**src/rtl/gpio_bank_pkg.sv**
```systemverilog
// Shared register offsets for the GPIO bank.
// Assumes byte addressing of 32-bit words; the low two address bits are zero.
package gpio_bank_pkg;
    localparam int ADDR_W = 7;
    localparam logic [ADDR_W-1:0] OFS_MODE   = 7'h00;
    localparam logic [ADDR_W-1:0] OFS_DIR    = 7'h04;
    localparam logic [ADDR_W-1:0] OFS_DOUT   = 7'h08;
    localparam logic [ADDR_W-1:0] OFS_DIN    = 7'h0C;
    localparam logic [ADDR_W-1:0] OFS_STAT   = 7'h10;
    localparam logic [ADDR_W-1:0] OFS_CLR    = 7'h14;
    localparam logic [ADDR_W-1:0] OFS_MASK   = 7'h18;
    localparam logic [ADDR_W-1:0] OFS_UNMASK = 7'h1C;
    localparam logic [ADDR_W-1:0] OFS_POL    = 7'h20;
    localparam logic [ADDR_W-1:0] OFS_SENSE  = 7'h24;
    localparam logic [ADDR_W-1:0] OFS_BOTH   = 7'h4C;
endpackage

```
**src/rtl/gpio_bank_sync.sv**
```systemverilog
// Two-flop synchroniser for the pin input vector.
// Assumes each pin is an independent asynchronous signal; no bus coherency is implied.
module gpio_bank_sync #(
    parameter int W = 32
) (
    input  logic         clk,
    input  logic         rst_n,
    input  logic [W-1:0] async_in,
    output logic [W-1:0] sync_out
);
    logic [W-1:0] stage1;

    // Two register stages to settle metastability.
    always_ff @(posedge clk) begin
        if (!rst_n) begin
            stage1   <= '0;
            sync_out <= '0;
        end else begin
            stage1   <= async_in;
            sync_out <= stage1;
        end
    end
endmodule

```
**src/rtl/gpio_bank_regs.sv**
```systemverilog
// Configuration and mask registers of the GPIO bank.
// Assumes the write strobe is one cycle wide; produces a one-cycle clear pulse vector.
module gpio_bank_regs
    import gpio_bank_pkg::*;
#(
    parameter int NPINS        = 32,
    parameter bit BOTH_EDGE_EN = 1'b1
) (
    input  logic              clk,
    input  logic              rst_n,
    input  logic              wr_en,
    input  logic [ADDR_W-1:0] wr_addr,
    input  logic [NPINS-1:0]  wr_data,
    output logic [NPINS-1:0]  mode,
    output logic [NPINS-1:0]  dir,
    output logic [NPINS-1:0]  dout,
    output logic [NPINS-1:0]  pol,
    output logic [NPINS-1:0]  sense_edge,
    output logic [NPINS-1:0]  both,
    output logic [NPINS-1:0]  mask,
    output logic [NPINS-1:0]  clr_pulse
);
    // Clear port produces a pulse, no storage.
    always_comb clr_pulse = (wr_en && wr_addr == OFS_CLR) ? wr_data : '0;

    // Plain read/write configuration registers.
    always_ff @(posedge clk) begin
        if (!rst_n) begin
            mode       <= '0;
            dir        <= '0;
            dout       <= '0;
            pol        <= '0;
            sense_edge <= '0;
        end else if (wr_en) begin
            case (wr_addr)
                OFS_MODE:  mode       <= wr_data;
                OFS_DIR:   dir        <= wr_data;
                OFS_DOUT:  dout       <= wr_data;
                OFS_POL:   pol        <= wr_data;
                OFS_SENSE: sense_edge <= wr_data;
                default: ;
            endcase
        end
    end

    // Mask: the mask port ANDs the written value, the unmask port ORs it.
    always_ff @(posedge clk) begin
        if (!rst_n)
            mask <= '0;
        else if (wr_en && wr_addr == OFS_MASK)
            mask <= mask & wr_data;
        else if (wr_en && wr_addr == OFS_UNMASK)
            mask <= mask | wr_data;
    end

    generate
        if (BOTH_EDGE_EN) begin : g_both
            // Both-edge select register, present only when the option is built.
            always_ff @(posedge clk) begin
                if (!rst_n)
                    both <= '0;
                else if (wr_en && wr_addr == OFS_BOTH)
                    both <= wr_data;
            end
        end else begin : g_no_both
            assign both = '0;
        end
    endgenerate

    // mask port only clears bits written as 0.
    p_mask_and_r7: assert property (@(posedge clk) disable iff (!rst_n)
        (wr_en && wr_addr == OFS_MASK) |=> (mask == ($past(mask) & $past(wr_data))));

    // unmask port enables every bit written as 1.
    p_unmask_sets_r7: assert property (@(posedge clk) disable iff (!rst_n)
        (wr_en && wr_addr == OFS_UNMASK) |=> ((mask & $past(wr_data)) == $past(wr_data)));
endmodule

```
**src/rtl/gpio_bank_sense.sv**
```systemverilog
// Interrupt sensing for each pin: edge latching and level tracking.
// Assumes pin_lvl is already synchronised; both is all-zero when the option is absent.
module gpio_bank_sense #(
    parameter int NPINS = 32
) (
    input  logic             clk,
    input  logic             rst_n,
    input  logic [NPINS-1:0] pin_lvl,
    input  logic [NPINS-1:0] mode,
    input  logic [NPINS-1:0] pol,
    input  logic [NPINS-1:0] sense_edge,
    input  logic [NPINS-1:0] both,
    input  logic [NPINS-1:0] clr_pulse,
    output logic [NPINS-1:0] status
);
    logic [NPINS-1:0] prev_lvl;
    logic [NPINS-1:0] latched;
    logic [NPINS-1:0] events;
    logic [NPINS-1:0] edge_sel;
    logic [NPINS-1:0] level_hit;

    always_comb edge_sel  = mode & sense_edge;
    always_comb level_hit = mode & ~sense_edge & (pin_lvl ^ pol);

    generate
        for (genvar i = 0; i < NPINS; i++) begin : g_pin
            logic rise, fall;
            assign rise = pin_lvl[i] & ~prev_lvl[i];
            assign fall = ~pin_lvl[i] & prev_lvl[i];
            // Per-pin event picks the transition that polarity or both-edge asks for.
            assign events[i] = edge_sel[i] &
                (both[i] ? (rise | fall) : (pol[i] ? fall : rise));
        end
    endgenerate

    // Previous synchronised level, for transition detection.
    always_ff @(posedge clk) begin
        if (!rst_n) prev_lvl <= '0;
        else        prev_lvl <= pin_lvl;
    end

    // Latched edge status; a new event wins over a same-cycle clear.
    always_ff @(posedge clk) begin
        if (!rst_n) latched <= '0;
        else        latched <= ((latched & ~clr_pulse) | events) & edge_sel;
    end

    always_comb status = latched | level_hit;

    // a cleared bit with no new event is zero afterwards.
    p_clear_drops_r6: assert property (@(posedge clk) disable iff (!rst_n)
        (clr_pulse != '0) |=> ((latched & $past(clr_pulse & ~events)) == '0));

    // latched bits are never set without an event.
    p_no_spurious_set_r5: assert property (@(posedge clk) disable iff (!rst_n)
        (events == '0) |=> ((latched & ~$past(latched)) == '0));
endmodule

```
**src/rtl/gpio_irq_bank.sv**
```systemverilog
// GPIO bank top: register read path, pin drive and combined interrupt.
// Assumes single-cycle bus requests; read data is registered and held between reads.
module gpio_irq_bank
    import gpio_bank_pkg::*;
#(
    parameter int NPINS        = 32,
    parameter bit BOTH_EDGE_EN = 1'b1
) (
    input  logic              clk,
    input  logic              rst_n,
    input  logic              bus_valid,
    input  logic              bus_write,
    input  logic [ADDR_W-1:0] bus_addr,
    input  logic [31:0]       bus_wdata,
    output logic [31:0]       bus_rdata,
    input  logic [NPINS-1:0]  pin_in,
    output logic [NPINS-1:0]  pin_out,
    output logic [NPINS-1:0]  pin_oe,
    output logic              irq
);
    logic [NPINS-1:0] mode, dir, dout, pol, sense_edge, both, mask, clr_pulse;
    logic [NPINS-1:0] pin_lvl, status, din_view, rd_sel;
    logic             wr_en;

    assign wr_en = bus_valid & bus_write;

    gpio_bank_sync #(.W(NPINS)) u_sync (
        .clk(clk), .rst_n(rst_n), .async_in(pin_in), .sync_out(pin_lvl)
    );

    gpio_bank_regs #(.NPINS(NPINS), .BOTH_EDGE_EN(BOTH_EDGE_EN)) u_regs (
        .clk(clk), .rst_n(rst_n), .wr_en(wr_en), .wr_addr(bus_addr),
        .wr_data(bus_wdata[NPINS-1:0]), .mode(mode), .dir(dir), .dout(dout),
        .pol(pol), .sense_edge(sense_edge), .both(both), .mask(mask),
        .clr_pulse(clr_pulse)
    );

    gpio_bank_sense #(.NPINS(NPINS)) u_sense (
        .clk(clk), .rst_n(rst_n), .pin_lvl(pin_lvl), .mode(mode), .pol(pol),
        .sense_edge(sense_edge), .both(both), .clr_pulse(clr_pulse), .status(status)
    );

    // Pin drive: only general IO pins set as outputs are enabled.
    always_comb begin
        pin_out = dout;
        pin_oe  = dir & ~mode;
    end

    // Input-data view: output pins reflect the output register.
    always_comb din_view = (pin_oe & dout) | (~pin_oe & pin_lvl);

    // Combined enabled interrupt.
    always_comb irq = |(status & mask);

    // Read multiplexer over the register offsets.
    always_comb begin
        case (bus_addr)
            OFS_MODE:  rd_sel = mode;
            OFS_DIR:   rd_sel = dir;
            OFS_DOUT:  rd_sel = dout;
            OFS_DIN:   rd_sel = din_view;
            OFS_STAT:  rd_sel = status;
            OFS_MASK:  rd_sel = mask;
            OFS_POL:   rd_sel = pol;
            OFS_SENSE: rd_sel = sense_edge;
            OFS_BOTH:  rd_sel = both;
            default:   rd_sel = '0;
        endcase
    end

    // Registered read data, updated only on read requests.
    always_ff @(posedge clk) begin
        if (!rst_n)
            bus_rdata <= '0;
        else if (bus_valid && !bus_write) begin
            bus_rdata <= '0;
            bus_rdata[NPINS-1:0] <= rd_sel;
        end
    end

    // first cycle out of reset is quiet.
    p_quiet_after_reset_r1: assert property (@(posedge clk) disable iff (!rst_n)
        !$past(rst_n) |-> (!irq && pin_oe == '0));
endmodule

```
**config.mk**
```make
export PLATFORM = sky130hd
export DESIGN_NAME = gpio_irq_bank
export DESIGN_NICKNAME = d
export VERILOG_FILES = /design/src/rtl/gpio_bank_pkg.sv /design/src/rtl/gpio_bank_sync.sv /design/src/rtl/gpio_bank_regs.sv /design/src/rtl/gpio_bank_sense.sv /design/src/rtl/gpio_irq_bank.sv
export SDC_FILE = /design/constraint.sdc
export NUM_CORES = 1
export LEC_CHECK = 0
export BUFFER_PORTS_ARGS = -buffer_cell sky130_fd_sc_hd__buf_2
export CAP_MARGIN = 20
export CORE_MARGIN = 3
export CORE_UTILIZATION = 60
export CTS_CLUSTER_DIAMETER = 200
export CTS_CLUSTER_SIZE = 10
export DETAILED_ROUTE_END_ITERATION = 16
export PLACE_DENSITY = 0.84
export SLEW_MARGIN = 20
export SYNTH_ARGS = -nofsm -noshare
export SYNTH_HDL_FRONTEND = slang
export SYNTH_SLANG_ARGS = --single-unit
```
**constraint.sdc**
```tcl
create_clock -name clk -period 5.39 [get_ports clk]
set_input_delay 1.078 -clock clk [delete_from_list [all_inputs] [get_ports clk]]
set_output_delay 1.078 -clock clk [all_outputs]
set_load 0.005 [all_outputs]
```
==> out/metrics.yaml <==
critical_path:
  critPathArrivalTime_ns: 2.89
  cp_max_fo: 5
  crit_start: "u_regs.mask[1]"
  endpoint: "irq"
  r2r_start: "u_sync.sync_out[24]"
  cp-end-kind: "output pin"
  required_ns: 4.31
  regToRegEndpoint: "bus_rdata[24]"
  r2r_cells: 5
  rrSetupSlack_ns: 3.53
  cp-start-kind: "flip-flop"
  path_class: "reg2out"
grt:
  track_usage_pct: 37.8
  grt_max_degree: 172
  grt_pass1_wl_mm: 99.5
  grt_pass1_vias: 17700
  antenna_found_initial: 2
  grt_overflow: 0
layout:
  area_growth_pct: 11.2
  fillers: 2460
  layout-drive-gt1-share_pct: 12.2
  final_nets: 2521
  final_util_pct: 68.0
yosys:
  synthAdderAreaFrac_pct: 4.26
  synth_nets: 2436
  yosysUniqueCellTypes: 72
  ys.warnings.count: 0
  yosysSeqAreaShare_pct: 40.9
  synth_top_family_by_area: "compound AO/OA/AOI/OAI gates"
  synth_xor_area_share_pct: 1.49
  synth_compound_area_share_pct: 24.0
  synthCells: 2297
  ys_seq_elements: 384
  syn-cell-area_um2: 18800
  syn_avg_cell_area_um2: 8.19
  async_flop_share_pct: 0
  synth-edff-count: 0
  synthMuxAreaShare_pct: 0.618
  yosys.area_share.simple_pct: 22.7
  synth_flop_cell: "dfxtp_1"
detailed_routing:
  antenna_left: 0
  vias: 18300
  drt-total-wl_mm: 65.5
  dr.pass1.iters: 6
  wire_per_inst_um: 23.6
  route.detailed.drc: 0
  viasPerCell: 6.59
  drt_iter0_drc: 2906
sta:
  slew_headroom_pct: 21.6
  final-hold-violation-count: 0
  rsz0062_at_grt: "false"
  tightest_slew_ns: 1.18
  layout_min_cycle_time_ns: 3.97
  finalMaxSlewViolations: 0
  timing.setup.tns_ns: 0
  finalSetupViolCount: 0
  fin_worst_skew_ns: 0.0118
  fin_crit_sh_pct: 73.6
  fmax_mhz: 252
  setup_slack_ns: 1.42
clocking:
  ctsHoldBuffers: 0
  clockBufferDepth: 3
  cts_resized: 0
  clockRootBuffer: "clkbuf_16"
  cts_tree: "done"
  post-cts-setup-buffers: 0
  cts-htree-levels: 2
  clock_latency_ns: 0.54
  clk_pin_slew_ns: 0.05
  cts-buffers-inserted: 44
  numClockSinks: 384
floorplan:
  core_um2: 30700
  fp.dieH_um: 183
  initial_core_util_pct: 61.2
  fp.dieW_um: 183
  die_area_um2: 33500
  fp-row-count: 64
  ios: 172
min_path:
  hold_class: "reg2reg"
place:
  pre_cts_ws_ns: 1.53
  port_buffers: 171
  place.gp.congestion: 1.02
  hpwl_mm: 42.8
pwr:
  vdd_drop_max_mv: 0.237
  leakagePower_nw: 7.57
  p_per_area_nw_per_um2: 276
run:
  cap_violations: 0
outcome:
  status: "complete, no violations"
[metal layers]
layer  vias to the layer above  track usage [%]  routed length [um]
met4                         0             25.3                5030
li1                       8069                -                   -
met5                         -                0                   0
met2                      1352             57.5               28300
met3                       408             10.8                8920
met1                      8493             46.7               23300
[how the worst min path moves through the flow]
stage                       from                   to  slack, ns  cells after the start
2_1_floorplan   u_sync.stage1[0]   u_sync.sync_out[0]       0.41                      1
3_3_place_gp   u_sync.stage1[25]  u_sync.sync_out[25]       0.41                      1
3_5_place_dp   u_sync.stage1[15]  u_sync.sync_out[15]       0.42                      1
4_1_cts        u_sync.stage1[16]  u_sync.sync_out[16]       0.43                      1
5_1_grt        u_sync.stage1[23]  u_sync.sync_out[23]       0.44                      1
6_report       u_sync.stage1[15]  u_sync.sync_out[15]       0.43                      1
[synthesized netlist by cell type (all sizes together), types with 6 or more instances]
| master | number | area, um2 |
|---|---|---|
| a2111oi | 8 | 71.3 |
| a211oi | 38 | 285 |
| a21boi | 224 | 1680 |
| a21oi | 106 | 531 |
| a221oi | 14 | 123 |
| a222oi | 6 | 60.1 |
| a22o | 35 | 307 |
| a22oi | 24 | 180 |
| a31oi | 21 | 131 |
| a32o | 9 | 90.1 |
| a32oi | 18 | 158 |
| and2 | 103 | 644 |
| buf | 69 | 398 |
| clkbuf | 103 | 387 |
| dfxtp | 384 | 7690 |
| ha | 64 | 801 |
| inv | 96 | 360 |
| mux2i | 6 | 60.1 |
| nand2 | 500 | 1880 |
| nand3 | 48 | 245 |
| nand3b | 10 | 75.1 |
| nand4 | 20 | 125 |
| nor2 | 59 | 250 |
| nor2b | 70 | 438 |
| nor3 | 20 | 154 |
| nor3b | 11 | 87.6 |
| nor4 | 10 | 62.6 |
| o211ai | 9 | 67.6 |
| o21ai | 95 | 479 |
| o22ai | 9 | 56.3 |
| o32ai | 9 | 78.8 |
| or3 | 7 | 43.8 |
| xnor2 | 12 | 105 |
| xor2 | 20 | 175 |
[report_power, final]
| group | internal [mW] | total, mW | switching, mW |
|---|---|---|---|
| sequential | 2.87 | 2.90 | 0.0257 |
| clock | 1.46 | 2.56 | 1.10 |
| combinational | 0.106 | 0.310 | 0.203 |
| total | 4.44 | 5.77 | 1.33 |
[cells by family after synthesis]
group / count (synthesis)
simple gates: 888
compound gates: 650
xor+xnor: 32
buf+inv: 268
fa+ha+maj: 64
mux: 11
flops: 384
[area by class of cell]
class	count	area, um2	share of cell area [%]
timing repair buffer	211	1190	5.69
multi-input combinational	1645	10000	48.0
clock buffer	45	1130	5.38
tap	396	495	2.37
sequential	384	7690	36.7
inverter	96	360	1.72
clock inverter	1	8.76	0.0419
antenna	3	7.51	0.0359
[cells in the final DEF, fill, tap and decap left out, drive strengths merged, types with 48 or more instances in the layout]
master  netlist  final
ha           64     64
nor2b        70     70
dfxtp       384    384
and2        103    103
inv          96     96
a21boi      224    224
a21oi       106    106
buf          69    210
nand3        48     48
nand2       500    500
nor2         59     59
o21ai        95     95
[critical path, stage by stage (launching register included)]
cell and delay [ns]:
dfxtp_1 0.44, a22o_1 0.26, a221oi_1 0.46, nand4_1 0.23, nor4b_1 0.49, nand4_1 0.26, buf_2 0.22
[per-stage QoR]
stage	std cells	cell area [um2]	power, mW	hold slack, ns
6_report	2781	20900	5.77	0.428
5_1_grt	2780	20900	5.91	0.437
4_1_cts	2778	20900	5.76	0.431
3_5_place_dp	2732	19800	3.25	0.419
3_3_place_gp	2732	19800	3.24	0.413
2_1_floorplan	2297	18800	3.14	0.412
Note: power is estimated with default switching activity, not from simulation.
